[config.mk]
export PLATFORM = sky130hd
export DESIGN_NAME = gwa_window_addresser
export DESIGN_NICKNAME = d
export VERILOG_FILES = /design/src/rtl/gwa_pkg.sv /design/src/rtl/gwa_axis_walker.sv /design/src/rtl/gwa_walk_ctrl.sv /design/src/rtl/gwa_bit_order.sv /design/src/rtl/gwa_window_addresser.sv
export SDC_FILE = /design/constraint.sdc
export NUM_CORES = 1
export LEC_CHECK = 0
export BUFFER_PORTS_ARGS = -buffer_cell sky130_fd_sc_hd__buf_4
export CORE_ASPECT_RATIO = 1.1
export CORE_MARGIN = 1.5
export CORE_UTILIZATION = 50
export DETAILED_ROUTE_END_ITERATION = 8
export PLACE_DENSITY = 0.73
export SLEW_MARGIN = 15
export SYNTH_ARGS = -nofsm -noshare
export SYNTH_HDL_FRONTEND = slang
export SYNTH_SLANG_ARGS = --single-unit
[constraint.sdc]
create_clock -name clk -period 3 [get_ports clk]
set_input_delay 0.75 -clock clk [delete_from_list [all_inputs] [get_ports clk]]
set_output_delay 0.75 -clock clk [all_outputs]
set_load 0.1 [all_outputs]
[src/rtl/gwa_pkg.sv]
// Shared widths and the direction-code decode for the window addresser.
// Assumes a 4-bit direction code; bit meanings are fixed here only.
package gwa_pkg;

    localparam int GWA_CODE_W = 4;

    // Decoded walk order
    typedef struct packed {
        logic bit_rev;     // code bit 3: reverse pixel order in byte
        logic vert_first;  // code bit 2: Y is the fast axis
        logic row_up;      // code bit 1: Y descends
        logic col_left;    // code bit 0: X descends
    } gwa_order_t;

    function automatic gwa_order_t gwa_decode(input logic [GWA_CODE_W-1:0] code);
        gwa_order_t o;
        o.col_left   = code[0];
        o.row_up     = code[1];
        o.vert_first = code[2];
        o.bit_rev    = code[3];
        return o;
    endfunction

endpackage

[src/rtl/gwa_axis_walker.sv]
// One axis of the cursor: captures its bounds and direction at load and
// steps toward the far bound, reloading the start bound after the far one.
// Assumes lo <= hi at load time.
module gwa_axis_walker #(
    parameter int W = 4
) (
    input  logic         clk,
    input  logic         rst_n,
    input  logic         load,
    input  logic [W-1:0] lo,
    input  logic [W-1:0] hi,
    input  logic         descend,
    input  logic         step,
    output logic [W-1:0] pos,
    output logic         at_far
);

    logic [W-1:0] lo_q, hi_q, pos_q;
    logic         desc_q;
    logic [W-1:0] start_b, far_b;

    // Start and far bound for the captured direction
    always_comb begin
        start_b = desc_q ? hi_q : lo_q;
        far_b   = desc_q ? lo_q : hi_q;
    end

    assign at_far = (pos_q == far_b);
    assign pos    = pos_q;

    // Bound capture and position stepping
    always_ff @(posedge clk) begin
        if (!rst_n) begin
            lo_q   <= '0;
            hi_q   <= '0;
            desc_q <= 1'b0;
            pos_q  <= '0;
        end else if (load) begin
            lo_q   <= lo;
            hi_q   <= hi;
            desc_q <= descend;
            pos_q  <= descend ? hi : lo;
        end else if (step) begin
            if (at_far)      pos_q <= start_b;
            else if (desc_q) pos_q <= pos_q - 1'b1;
            else             pos_q <= pos_q + 1'b1;
        end
    end

    AST_AXIS_IN_RANGE: assert property (@(posedge clk) disable iff (!rst_n)
        (pos_q >= lo_q) && (pos_q <= hi_q));
    AST_AXIS_HOLD: assert property (@(posedge clk) disable iff (!rst_n)
        (!load && !step) |=> $stable(pos_q));
    AST_AXIS_RELOAD: assert property (@(posedge clk) disable iff (!rst_n)
        (!load && step && at_far) |=> (pos_q == $past(start_b)));

endmodule

[src/rtl/gwa_walk_ctrl.sv]
// Burst control: arms on restart, accepts strobes while armed, routes the
// step to the fast axis and the wrap to the slow axis, and ends the burst
// at the final window cell. Restart overrides a same-cycle strobe.
module gwa_walk_ctrl (
    input  logic clk,
    input  logic rst_n,
    input  logic restart,
    input  logic din_valid,
    input  logic vert_first,
    input  logic x_far,
    input  logic y_far,
    output logic accept,
    output logic step_x,
    output logic step_y,
    output logic done
);

    logic armed_q, done_q, vf_q;
    logic fast_far, last_cell;

    // Acceptance and axis step routing
    always_comb begin
        accept    = din_valid && armed_q && !restart;
        fast_far  = vf_q ? y_far : x_far;
        last_cell = x_far && y_far;
        step_x    = accept && (vf_q ? y_far : 1'b1);
        step_y    = accept && (vf_q ? 1'b1 : x_far);
    end

    assign done = done_q;

    // Burst state: armed until the final cell is written
    always_ff @(posedge clk) begin
        if (!rst_n) begin
            armed_q <= 1'b0;
            done_q  <= 1'b0;
            vf_q    <= 1'b0;
        end else if (restart) begin
            armed_q <= 1'b1;
            done_q  <= 1'b0;
            vf_q    <= vert_first;
        end else if (accept && last_cell) begin
            armed_q <= 1'b0;
            done_q  <= 1'b1;
        end
    end

    AST_NO_ACCEPT_WHEN_DONE: assert property (@(posedge clk) disable iff (!rst_n)
        done_q |-> !accept);
    AST_RESTART_CLEARS_DONE: assert property (@(posedge clk) disable iff (!rst_n)
        restart |=> !done_q);
    AST_SLOW_ONLY_ON_WRAP: assert property (@(posedge clk) disable iff (!rst_n)
        (step_x && step_y) |-> fast_far);
    AST_DROP_ON_RESTART: assert property (@(posedge clk) disable iff (!rst_n)
        restart |-> !step_x && !step_y);

endmodule

[src/rtl/gwa_bit_order.sv]
// Pixel order selector: passes the byte through or mirrors its bits.
// Purely combinational.
module gwa_bit_order #(
    parameter int DW = 8
) (
    input  logic          rev,
    input  logic [DW-1:0] din,
    output logic [DW-1:0] dout
);

    // One mux per bit position
    for (genvar i = 0; i < DW; i++) begin : g_bit
        assign dout[i] = rev ? din[DW-1-i] : din[i];
    end

endmodule

[src/rtl/gwa_window_addresser.sv]
// Top: captures window and direction at restart, walks a cursor through
// the window one cell per accepted byte and registers the RAM write.
// Assumes lo <= hi on both axes and bounds inside the RAM.
module gwa_window_addresser
    import gwa_pkg::*;
#(
    parameter int XW     = 4,
    parameter int YW     = 6,
    parameter int DW     = 8,
    parameter int X_LAST = 15,
    parameter int Y_LAST = 39
) (
    input  logic                  clk,
    input  logic                  rst_n,
    input  logic [XW-1:0]         win_x_lo,
    input  logic [XW-1:0]         win_x_hi,
    input  logic [YW-1:0]         win_y_lo,
    input  logic [YW-1:0]         win_y_hi,
    input  logic [GWA_CODE_W-1:0] dir_code,
    input  logic                  restart,
    input  logic                  din_valid,
    input  logic [DW-1:0]         din,
    output logic                  ram_we,
    output logic [XW-1:0]         ram_x,
    output logic [YW-1:0]         ram_y,
    output logic [DW-1:0]         ram_wdata,
    output logic                  done
);

    gwa_order_t    ord;
    logic          rev_q;
    logic [XW-1:0] cur_x;
    logic [YW-1:0] cur_y;
    logic          x_far, y_far;
    logic          accept, step_x, step_y;
    logic [DW-1:0] ordered;

    assign ord = gwa_decode(dir_code);

    gwa_axis_walker #(.W(XW)) u_xaxis (
        .clk(clk), .rst_n(rst_n), .load(restart),
        .lo(win_x_lo), .hi(win_x_hi), .descend(ord.col_left),
        .step(step_x), .pos(cur_x), .at_far(x_far)
    );

    gwa_axis_walker #(.W(YW)) u_yaxis (
        .clk(clk), .rst_n(rst_n), .load(restart),
        .lo(win_y_lo), .hi(win_y_hi), .descend(ord.row_up),
        .step(step_y), .pos(cur_y), .at_far(y_far)
    );

    gwa_walk_ctrl u_ctrl (
        .clk(clk), .rst_n(rst_n), .restart(restart), .din_valid(din_valid),
        .vert_first(ord.vert_first), .x_far(x_far), .y_far(y_far),
        .accept(accept), .step_x(step_x), .step_y(step_y), .done(done)
    );

    gwa_bit_order #(.DW(DW)) u_order (
        .rev(rev_q), .din(din), .dout(ordered)
    );

    // Bit order captured at restart
    always_ff @(posedge clk) begin
        if (!rst_n)       rev_q <= 1'b0;
        else if (restart) rev_q <= ord.bit_rev;
    end

    // Registered RAM write port
    always_ff @(posedge clk) begin
        if (!rst_n) begin
            ram_we    <= 1'b0;
            ram_x     <= '0;
            ram_y     <= '0;
            ram_wdata <= '0;
        end else begin
            ram_we <= accept;
            if (accept) begin
                ram_x     <= cur_x;
                ram_y     <= cur_y;
                ram_wdata <= ordered;
            end
        end
    end

    AST_WE_NEEDS_STROBE: assert property (@(posedge clk) disable iff (!rst_n)
        ram_we |-> $past(din_valid) && !$past(restart));
    AST_WE_IN_RAM: assert property (@(posedge clk) disable iff (!rst_n)
        ram_we |-> (int'(ram_x) <= X_LAST) && (int'(ram_y) <= Y_LAST));
    AST_DONE_WITH_WRITE: assert property (@(posedge clk) disable iff (!rst_n)
        $rose(done) |-> ram_we);
    AST_NO_WRITE_AFTER_DONE: assert property (@(posedge clk) disable iff (!rst_n)
        (done && !restart) |=> !ram_we);

endmodule

# After elaboration in Yosys (flattened, before gate mapping)
# Cells that the tools add are included.
[op_classes]
eq_ne = 2
mux = 26
n_addsub = 4
reduce_logical = 11
bitwise = 1
[op_table]
columns = ["operator", "count"]
rows = [
  ["two-way mux 6 bit", 7],
  ["two-way mux 4 bit", 7],
  ["two-way mux 1 bit", 12],
  ["adder 6 x 1 -> 6 bit, second input constant", 1],
  ["equality test 6 bit", 1],
  ["logical AND 1 bit", 6],
  ["nonzero test 2 bit", 3],
  ["subtractor 6 x 1 -> 6 bit, second input constant", 1],
  ["adder 4 x 1 -> 4 bit, second input constant", 1],
  ["equality test 4 bit", 1],
  ["subtractor 4 x 1 -> 4 bit, second input constant", 1],
  ["OR reduction 2 bit", 1],
  ["logical NOT 1 bit", 1],
  ["NOT 1 bit", 1],
]
[word_totals]
wordCells = 60
inputBits = 36
regBits = 55

# Logic depth before layout (Yosys ltp)
# Gate-level depths: netlist of run 1.
[logic_depth]
depth_word = 6
depth_mapped = 10
depth_no_buf = 8

# Hierarchy
# From an unflattened synthesis of run 1, not the netlist that was laid out.
[unflattened]
cells_unflattened = 330
area_unflattened_um2 = 3293.2
[by_module_without_submodules]
columns = ["module", "area_each_um2", "instances", "cells_per_inst"]
rows = [
  ["gwa_axis_walker at u_yaxis", 1363.8, 1, 150],
  ["gwa_axis_walker at u_xaxis", 887.1, 1, 91],
  ["gwa_window_addresser", 755.7, 1, 63],
  ["gwa_walk_ctrl", 155.1, 1, 17],
  ["gwa_bit_order", 131.4, 1, 9],
]

# Worst setup path after synthesis of run 1
# OpenSTA, ideal clock, no wires.
[synth_timing]
path_type = "register to register"
from = "register u_yaxis.desc_q"
to = "register u_yaxis.pos_q[4], in the netlist u_yaxis.pos[4]"
setup_time_ns = 0.119
required_ns = 2.881
slack_ns = 0.947
arrival_ns = 1.935
path_stages_with_launch = 11
cell_sequence = "dfxtp_1 > buf_2 > buf_2 > inv_1 > fa_1 > nor2b_1 > o21ai_0 > nand2_1 > xnor2_1 > mux2i_1 > o221a_1"
[synth_between]
elab_chain_cells = 5
[synth_rtl]
columns = ["element", "line", "rtl"]
rows = [
  ["start: declaration", "gwa_axis_walker.sv:19", "logic desc_q;"],
  ["start signal: assignment", "gwa_axis_walker.sv:41", "desc_q <= descend;"],
  ["two-way mux 6 bit", "gwa_axis_walker.sv:25", "far_b = desc_q ? lo_q : hi_q;"],
  ["equality test 6 bit", "gwa_axis_walker.sv:28", "assign at_far = (pos_q == far_b);"],
  ["two-way mux 6 bit *", "gwa_axis_walker.sv:44", "if (at_far) pos_q <= start_b;"],
  ["two-way mux 6 bit *", "gwa_axis_walker.sv:43", "end else if (step) begin"],
  ["two-way mux 6 bit *", "gwa_axis_walker.sv:38", "end else if (load) begin"],
  ["end signal: assignment", "gwa_axis_walker.sv:44", ""],
  ["end signal: assignment", "gwa_axis_walker.sv:45", "else if (desc_q) pos_q <= pos_q - 1'b1;"],
  ["end signal: assignment", "gwa_axis_walker.sv:46", "else pos_q <= pos_q + 1'b1;"],
  ["end: declaration", "gwa_axis_walker.sv:18", "logic [W-1:0] lo_q, hi_q, pos_q;"],
]
# Mark *: on every way between the ends. The rest lies on a longest branch, timed or not. The select of a mux whose other input is x is not followed.
# A chain may end at the register's enable or synchronous reset.

# Worst setup path after layout of run 1
[layout_timing]
from = "register u_xaxis.desc_q"
to = "register u_yaxis.pos_q[5], in the netlist u_yaxis.pos[5]"
[layout_between]
elab_chain_cells = 5
[layout_rtl]
columns = ["element", "line", "rtl"]
rows = [
  ["start: declaration", "gwa_axis_walker.sv:19", ""],
  ["start signal: assignment", "gwa_axis_walker.sv:41", ""],
  ["two-way mux 4 bit", "gwa_axis_walker.sv:25", ""],
  ["equality test 4 bit", "gwa_axis_walker.sv:28", ""],
  ["two-way mux 1 bit", "gwa_walk_ctrl.sv:27", "step_y = accept && (vf_q ? 1'b1 : x_far);"],
  ["logical AND 1 bit", "gwa_walk_ctrl.sv:27", ""],
  ["nonzero test 2 bit (no line)", "--", ""],
  ["end signal: assignment", "gwa_axis_walker.sv:42", "pos_q <= descend ? hi : lo;"],
  ["end signal: assignment", "gwa_axis_walker.sv:44", ""],
  ["end signal: assignment", "gwa_axis_walker.sv:45", ""],
]
# Every way passes these cells.

==> out/qor.yml, run 1 <==
rows: 29
synth_area_mm2: 0.00301
synth-seq-cells: 55
design_area_mm2: 0.00354
tns_ns: 0
syn_area_per_cell_um2: 9.61
viasPerCell: 5.27
cts_max_level: 2
wl_um: 6070
period_needed_ns: 2.46
worstSkewPairLatency_ns: 0.31
max_stage_delay_ns: 0.73
place_congestion: 0.802
register_area_mm2: 0.00110
arrival_ns: 2.71
synth_warnings: 0
outcome: "complete, no violations"
critical_path_required_ns: 3.25
drv_cap: 0
rsz0062_at_grt: "false"
grt_pass1_wl_um: 10100
switching_share_pct: 31.2
clock-root-buffer: "clkbuf_8"
cts_num_sinks: 55
grt_max_degree: 60
synth_edf_count: 0
critPathKind: "reg2reg"
initial_core_util_pct: 51.8
skew_ns: 0.00871
endpoint_kind: "flip-flop"
cts_tree: "done"
syn-num-nets: 357
nets: 401
portBuffers: 55
power.density_mw_per_mm2: 460
fin_crit_sh_pct: 81.9
cts_hold_buffers: 0
slew_headroom_pct: 56.6
core-area_mm2: 0.00581
synth.distinct_cells: 35
ant_nets: 0
num_vias: 2294
drt_iter0_drc: 85
startpoint_type: "flip-flop"
clockBufferDepth: 2
die_h_um: 84.3
path_clk_slew_ns: 0.10
synthArstFlopShare_pct: 0
synthCells: 313
postCtsResizedCells: 0
p_int_mw: 1.12
fmaxAchievable_ghz: 0.407
synthToLayoutAreaGrowth_pct: 17.8
p_leak_nw: 1.56
synth-main-ff-cell: "dfxtp_1"
cts_buffers: 5
hold_viol: 0
io_pins: 56
crit_chain: "mux2i_1 -> xnor2_1 -> nor4_4 -> o21ai_1 -> nand2b_1 -> o221a_1"
seq_power_share_pct: 50.6
grt_overflow_total: 0
r2r_cells: 6
combPwrFrac_pct: 24.0
dp_hpwl_um: 4290
tightest_slew_ns: 0.646
grt_pass1_vias: 2224
n_fill_cell: 520
diodes: 0
dpl_cell_area_mm2: 0.00345
dieArea_mm2: 0.00649
pwr-share-clk_pct: 25.5
critPathMaxFanout: 14
slowest_stage: "dfxtp_1"
whs_path_depth: 2
multi_input_area_mm2: 0.00179
first_pass_iters: 4
postCtsSetupBuffers: 0
drv_slew: 0
wire_per_inst_um: 14.0
grt_use_total_pct: 19.3
drive_above_1_share_pct: 19.0
setup_viol: 0
die_w_um: 77.0
p_sw_mw: 0.509
ir_worst_vdd_v: 0.000318
antenna_found_initial: 0
ys_seq_area_share_pct: 36.6
min_path_type: "reg2reg"
route.detailed.drc: 0
## placed cells by master, fill, tap and decap left out, drive strengths merged
master,n
a21boi,16
a21o,1
a21oi,3
a311o,1
a31o,1
and2,2
buf,58
clkbuf,6
clkinvlp,1
dfxtp,55
fa,2
ha,6
inv,8
mux2i,69
nand2,41
nand2b,3
nand3,2
nand3b,1
nand4,1
nor2,6
nor2b,27
nor4,2
o2111ai,4
o211a,8
o211ai,1
o21a,1
o21ai,8
o221a,6
or3,1
xnor2,13
xor2,4
## state kept, by name, summed over array words and instances (netlist names), 4 cells and up
| register | cells |
|---|---|
| u_yaxis.lo_q | 6 |
| u_yaxis.pos | 6 |
| u_xaxis.lo_q | 4 |
| u_xaxis.pos | 4 |
| u_xaxis.hi_q | 4 |
| ram_wdata | 8 |
| ram_y | 6 |
| u_yaxis.hi_q | 6 |
| ram_x | 4 |
## logic make-up after synthesis
| kind of cell | count (synthesis) | share of synthesized area (%) |
|---|---|---|
| xor gates and xnor gates | 17 | 4.95 |
| buffers and inverters | 28 | 3.83 |
| DFF | 55 | 36.6 |
| and+or+nand+nor | 86 | 14.4 |
| adders and majority gates | 8 | 3.83 |
| AOI/OAI and AO/OA | 50 | 13.4 |
| muxes | 69 | 23.0 |
## power by group through the flow
stage / Combinational (mW) / Sequential (mW) / Clock, mW
after global routing: 0.429 / 0.830 / 0.452
final: 0.391 / 0.824 / 0.415
after global placement: 0.386 / 0.840 / 0
after detailed placement: 0.392 / 0.840 / 0
after CTS: 0.394 / 0.823 / 0.428
after floorplan: 0.255 / 0.874 / 0
## synthesized netlist by cell type (2+ instances only)
library cell  number  share of area, %
clkbuf_1          15               1.9
fa_1               2               1.3
xnor2_1           13               3.8
nor2_1             6              0.75
mux2i_1           69                23
o2111ai_1          4               1.2
buf_1              3              0.37
o211a_1            8               2.7
o21ai_0            3              0.50
nand2b_1           3              0.62
a21boi_0          16               4.0
dfxtp_1           55                37
nand3_1            2              0.33
and2_1             2              0.42
a21oi_1            3              0.50
buf_2              2              0.33
xor2_1             4               1.2
o21ai_1            4              0.67
ha_1               6               2.5
nor2b_1           27               5.6
nand2_1           41               5.1
inv_1              7              0.87
o221a_1            6               2.2
## routing by layer
| metal | up-vias | GRT usage [%] | wire, µm |
|---|---|---|---|
| li1 | 1173 | - | - |
| met1 | 1081 | 23.5 | 2780 |
| met2 | 30 | 34.9 | 3090 |
| met3 | 10 | 2.72 | 126 |
| met4 | 0 | 6.06 | 81 |
| met5 | - | 0 | 0 |
## layout make-up
| cell class | instances | area share, % |
|---|---|---|
| multi-input cells | 230 | 50.7 |
| flip-flops and latches | 55 | 31.1 |
| repair buffers | 58 | 12.3 |
| well taps | 77 | 2.72 |
| clock buffers | 6 | 2.05 |
| inverters | 7 | 0.742 |
| clock inverters | 2 | 0.459 |
## through the flow
step	instances	worst slack (ns)	total power [mW]	hold slack [ns]	utilization, %
6_report	435	0.544	1.63	0.469	61.0
5_1_grt	435	0.414	1.71	0.507	61.0
4_1_cts	435	0.533	1.65	0.474	61.0
3_5_place_dp	427	0.549	1.23	0.456	59.5
3_3_place_gp	427	0.604	1.23	0.453	59.5
2_1_floorplan	313	0.947	1.13	0.470	-
## worst paths after layout
kind	from	to	slack (ns)
hold / removal	ram_y[4]	ram_y[4]	0.47
setup reg to reg	u_xaxis.desc_q	u_yaxis.pos[5]	0.54
hold reg to reg	ram_y[4]	ram_y[4]	0.47
setup / recovery	u_xaxis.desc_q	u_yaxis.pos[5]	0.54
## critical path, delay by kind of cell (launching register included)
family / cells / cell delay (ns)
AOI/OAI and AO/OA: 2 / 0.34
xor gates and xnor gates: 1 / 0.13
DFF: 1 / 0.73
muxes: 1 / 0.28
and+or+nand+nor: 2 / 0.90
No activity file was read; power rests on OpenSTA's default activity.
==> run 2: changes to the inputs <==
--- a/config.mk
+++ b/config.mk
@@ -5,12 +5,13 @@
 export SDC_FILE = /design/constraint.sdc
 export NUM_CORES = 1
 export LEC_CHECK = 0
+export ABC_AREA = 1
 export BUFFER_PORTS_ARGS = -buffer_cell sky130_fd_sc_hd__buf_4
 export CORE_ASPECT_RATIO = 1.1
 export CORE_MARGIN = 1.5
 export CORE_UTILIZATION = 50
 export DETAILED_ROUTE_END_ITERATION = 8
-export PLACE_DENSITY = 0.73
+export PLACE_DENSITY = 0.72
 export SLEW_MARGIN = 15
 export SYNTH_ARGS = -nofsm -noshare
 export SYNTH_HDL_FRONTEND = slang
==> constraint.sdc (replaced) <==
create_clock -name clk -period 2.5 [get_ports clk]
set_input_delay 0.625 -clock clk [delete_from_list [all_inputs] [get_ports clk]]
set_output_delay 0.625 -clock clk [all_outputs]
set_load 0.1 [all_outputs]
==> run 2 against run 1 <==
Effect of this change: non-clock buffer count grew 3; sequential cell count stayed put; hold slack improved by 0.017 ns; critical endpoint is now u_xaxis.pos[1]; synthesized area is 6.4% higher; wire length increased by 30%.
==> out/qor.yml, run 2 <==
endpoint: "u_xaxis.pos[1]"
combPwrFrac_pct: 30.2  # +6.2 points
cts_hold_buffers: 0  # unchanged
cts_buffers: 5  # unchanged
wire_per_inst_um: 13.2  # -5.5%
first_pass_iters: 4  # unchanged
fmaxAchievable_ghz: 0.478  # +17%
die_h_um: 86.9  # +3.0%
largest_register: "ram_wdata"
cpMostUsedCell: "nand2_1"
crit_chain: "buf_4 -> nand2_1 -> nand2_1 -> nand2_1 -> nand2_1 -> nand2_1 -> nor2_4 -> nand3_4 -> nand2_4 -> nand2_1 -> nor2_1 -> nor2_1"
startpoint_type: "flip-flop"
yosysMostFrequentCell: "nand2_1"
rsz0062_at_grt: "false"
drv_slew: 0  # unchanged
wl_um: 7880  # +30%
drive_above_1_share_pct: 20.9  # +1.9 points
netlist.area_leader.share_pct: 34.4  # -2.2 points
synthAdderAreaFrac_pct: 3.60  # -0.23 points
cts_tree: "done"
synth_top_family_by_area: "simple AND/OR/NAND/NOR gates"
synth_warnings: 0  # unchanged
min_path_type: "reg2reg"
dpl_cell_area_mm2: 0.00363  # +5.3%
max_stage_delay_ns: 0.75  # +0.02 ns
p_total_mw: 2.26  # +39%
grt_pass1_wl_um: 13000  # +29%
cts_num_sinks: 55  # unchanged
synth_area_leaders: "dfxtp_1 34%, nand2_1 12%, a21oi_1 8.3%"
diodes: 0  # unchanged
syn_area_per_cell_um2: 6.79  # -29%
critical_path_required_ns: 2.71  # -0.54 ns
whs_path_depth: 2  # unchanged
worstSkewPairLatency_ns: 0.31  # about the same
critical_path_depth: 12  # +6
rr_endpoint: "u_xaxis.pos[1]"
period_needed_ns: 2.09  # -0.362 ns
tightest_slew_ns: 0.649  # +0.00339 ns
viasPerCell: 5.12  # -2.8%
switching_share_pct: 35.2  # +3.9 points
ant_nets: 0  # unchanged
netlist_top_cells_count: "106 x nand2_1, 58 x nor2_1, 55 x dfxtp_1"
grt_max_degree: 37  # -38%
slew_headroom_pct: 56.7  # about the same
nets: 561  # +40%
die_w_um: 79.3  # +3.0%
route.detailed.drc: 0  # unchanged
pwr-share-clk_pct: 26.0  # +0.5 points
cp_top_family: "simple AND/OR/NAND/NOR gates"
largest_reg_flops: 8  # unchanged
most-common-layout-cells: "106 x nand2_1, 61 x buf_4, 58 x nor2_1, 55 x dfxtp_1, 53 x a21oi_1"
synth_mux_area_share_pct: 1.88  # -21 points
synthSimpleGateAreaFrac_pct: 33.2  # +19 points
drt_iter0_drc: 158  # +86%
r2r_cells: 12  # +6
grt_pass1_vias: 2873  # +29%
dp_hpwl_um: 5810  # +35%
synth-xor-area-share_pct: 1.92  # -3.0 points
synth_edf_count: 0  # unchanged
ir_worst_vdd_v: 0.000278  # -13%
tns_ns: 0  # unchanged
drv_cap: 0  # unchanged
clock-root-buffer: "clkbuf_8"
ff2ff_setup_slack_ns: 0.41  # -0.14 ns
synth_compound_area_share_pct: 16.7  # +3.3 points
p_sw_mw: 0.796  # +56%
postCtsResizedCells: 0  # unchanged
rows: 30  # +3.4%
synth_area_mm2: 0.00320  # +6.4%
setup_viol: 0  # unchanged
endpoint_kind: "flip-flop"
synth.largest_area_cell: "dfxtp_1"
ys_seq_area_share_pct: 34.4  # -2.2 points
clockBufferDepth: 2  # unchanged
synthToLayoutAreaGrowth_pct: 16.9
slowest_stage: "dfxtp_1"
syn-num-nets: 515  # +44%
seq_power_share_pct: 43.8  # -6.8 points
synth-main-ff-cell: "dfxtp_1"
dieArea_mm2: 0.00689  # +6.1%
p_leak_nw: 1.78  # +14%
synth.distinct_cells: 31  # -11%
arrival_ns: 2.30  # -0.41 ns
critPathKind: "reg2reg"
synthArstFlopShare_pct: 0  # unchanged
io_pins: 56  # unchanged
power.density_mw_per_mm2: 605  # +32%
design_area_mm2: 0.00374  # +5.6%
hold_viol: 0  # unchanged
grt_overflow_total: 0  # unchanged
fin_crit_sh_pct: 83.8  # +1.9 points
cts_max_level: 2  # unchanged
portBuffers: 55  # unchanged
antenna_found_initial: 0  # unchanged
skew_ns: 0.0135  # +0.00477 ns
reg2reg_from: "u_yaxis.desc_q"
postCtsSetupBuffers: 0  # unchanged
layout_commonest_cell: "nand2_1"
core-area_mm2: 0.00619  # +6.7%
path_clk_slew_ns: 0.10  # about the same
synth-seq-cells: 55  # unchanged
cp_num_buf_inv: 1  # +1
synthCells: 471  # +50%
outcome: "complete, no violations"
cp-startpoint: "u_yaxis.desc_q"
p_int_mw: 1.47  # +31%
grt_use_total_pct: 24.0  # +4.7 points
initial_core_util_pct: 51.7  # -0.15 points
critPathMaxFanout: 16  # +2
place_congestion: 0.954  # +19%
num_vias: 3059  # +33%
## run 2: cell types whose count changed in the layout (fill, tap and decap cells not counted), sizes merged, moves of 8 or more
cell	change
nand2	+82
mux2i	-63
nor2	+63
a21oi	+56
nand3	+38
o21ai	+34
inv	+27
nor2b	-27
a21boi	-16
o211a	-8
## run 2: final cells by class
cell class,count,area [µm²]
multi-input combinational,358,1840
fill,606,2450
clock inverter,2,37.5
sequential,55,1100
timing repair buffer,61,458
inverter,36,140
clock buffer,5,68.8
tap,80,100
## run 2: power groups by stage
stage / clock network [mW] / registers [mW] / logic [mW]
floorplan: 0 / 1.08 / 0.447
global placement: 0 / 1.01 / 0.671
detailed placement: 0 / 1.01 / 0.680
CTS: 0.597 / 0.991 / 0.683
global route: 0.639 / 1.00 / 0.758
finish: 0.589 / 0.991 / 0.682
## run 2: kinds of logic after synthesis
| family | count (synthesis) |
|---|---|
| AND/OR/NAND/NOR | 235 |
| AO/OA/AOI/OAI | 102 |
| adder cells (fa/ha/maj) | 8 |
| XOR/XNOR | 7 |
| multiplexers | 6 |
| buffers and inverters | 58 |
| flip-flops | 55 |
## run 2: metal layers
layer | share of wire (%) | vias up | GRT usage [%]
met5 | 0 | - | 0
met3 | 2.0 | 15 | 3.56
met4 | 2.6 | 0 | 8.93
met1 | 44 | 1386 | 28.6
li1 | - | 1615 | -
met2 | 51 | 43 | 43.4
## run 2: through the flow
stage	util (%)	instances	setup WS, ns	hold slack, ns
6_report	60.4	597	0.406	0.486
5_1_grt	60.4	597	0.215	0.509
4_1_cts	60.4	597	0.398	0.488
3_5_place_dp	58.7	590	0.425	0.467
3_3_place_gp	58.7	590	0.511	0.459
2_1_floorplan	-	471	0.912	0.449
## run 2: worst min-delay path by stage
stage                          from         endpoint  slack [ns]
floorplan           u_yaxis.hi_q[3]  u_yaxis.hi_q[3]        0.45
CTS                 u_yaxis.hi_q[0]  u_yaxis.hi_q[0]        0.49
global placement        u_ctrl.done      u_ctrl.done        0.46
detailed placement      u_ctrl.done      u_ctrl.done        0.47
finish                  u_ctrl.done      u_ctrl.done        0.49
global route        u_yaxis.hi_q[0]  u_yaxis.hi_q[0]        0.51
## run 2: worst min-delay path, stage by stage, from the launching register on
cell	delay, ns
dfxtp_1	0.34
nor2_1	0.05
nor2_1	0.07
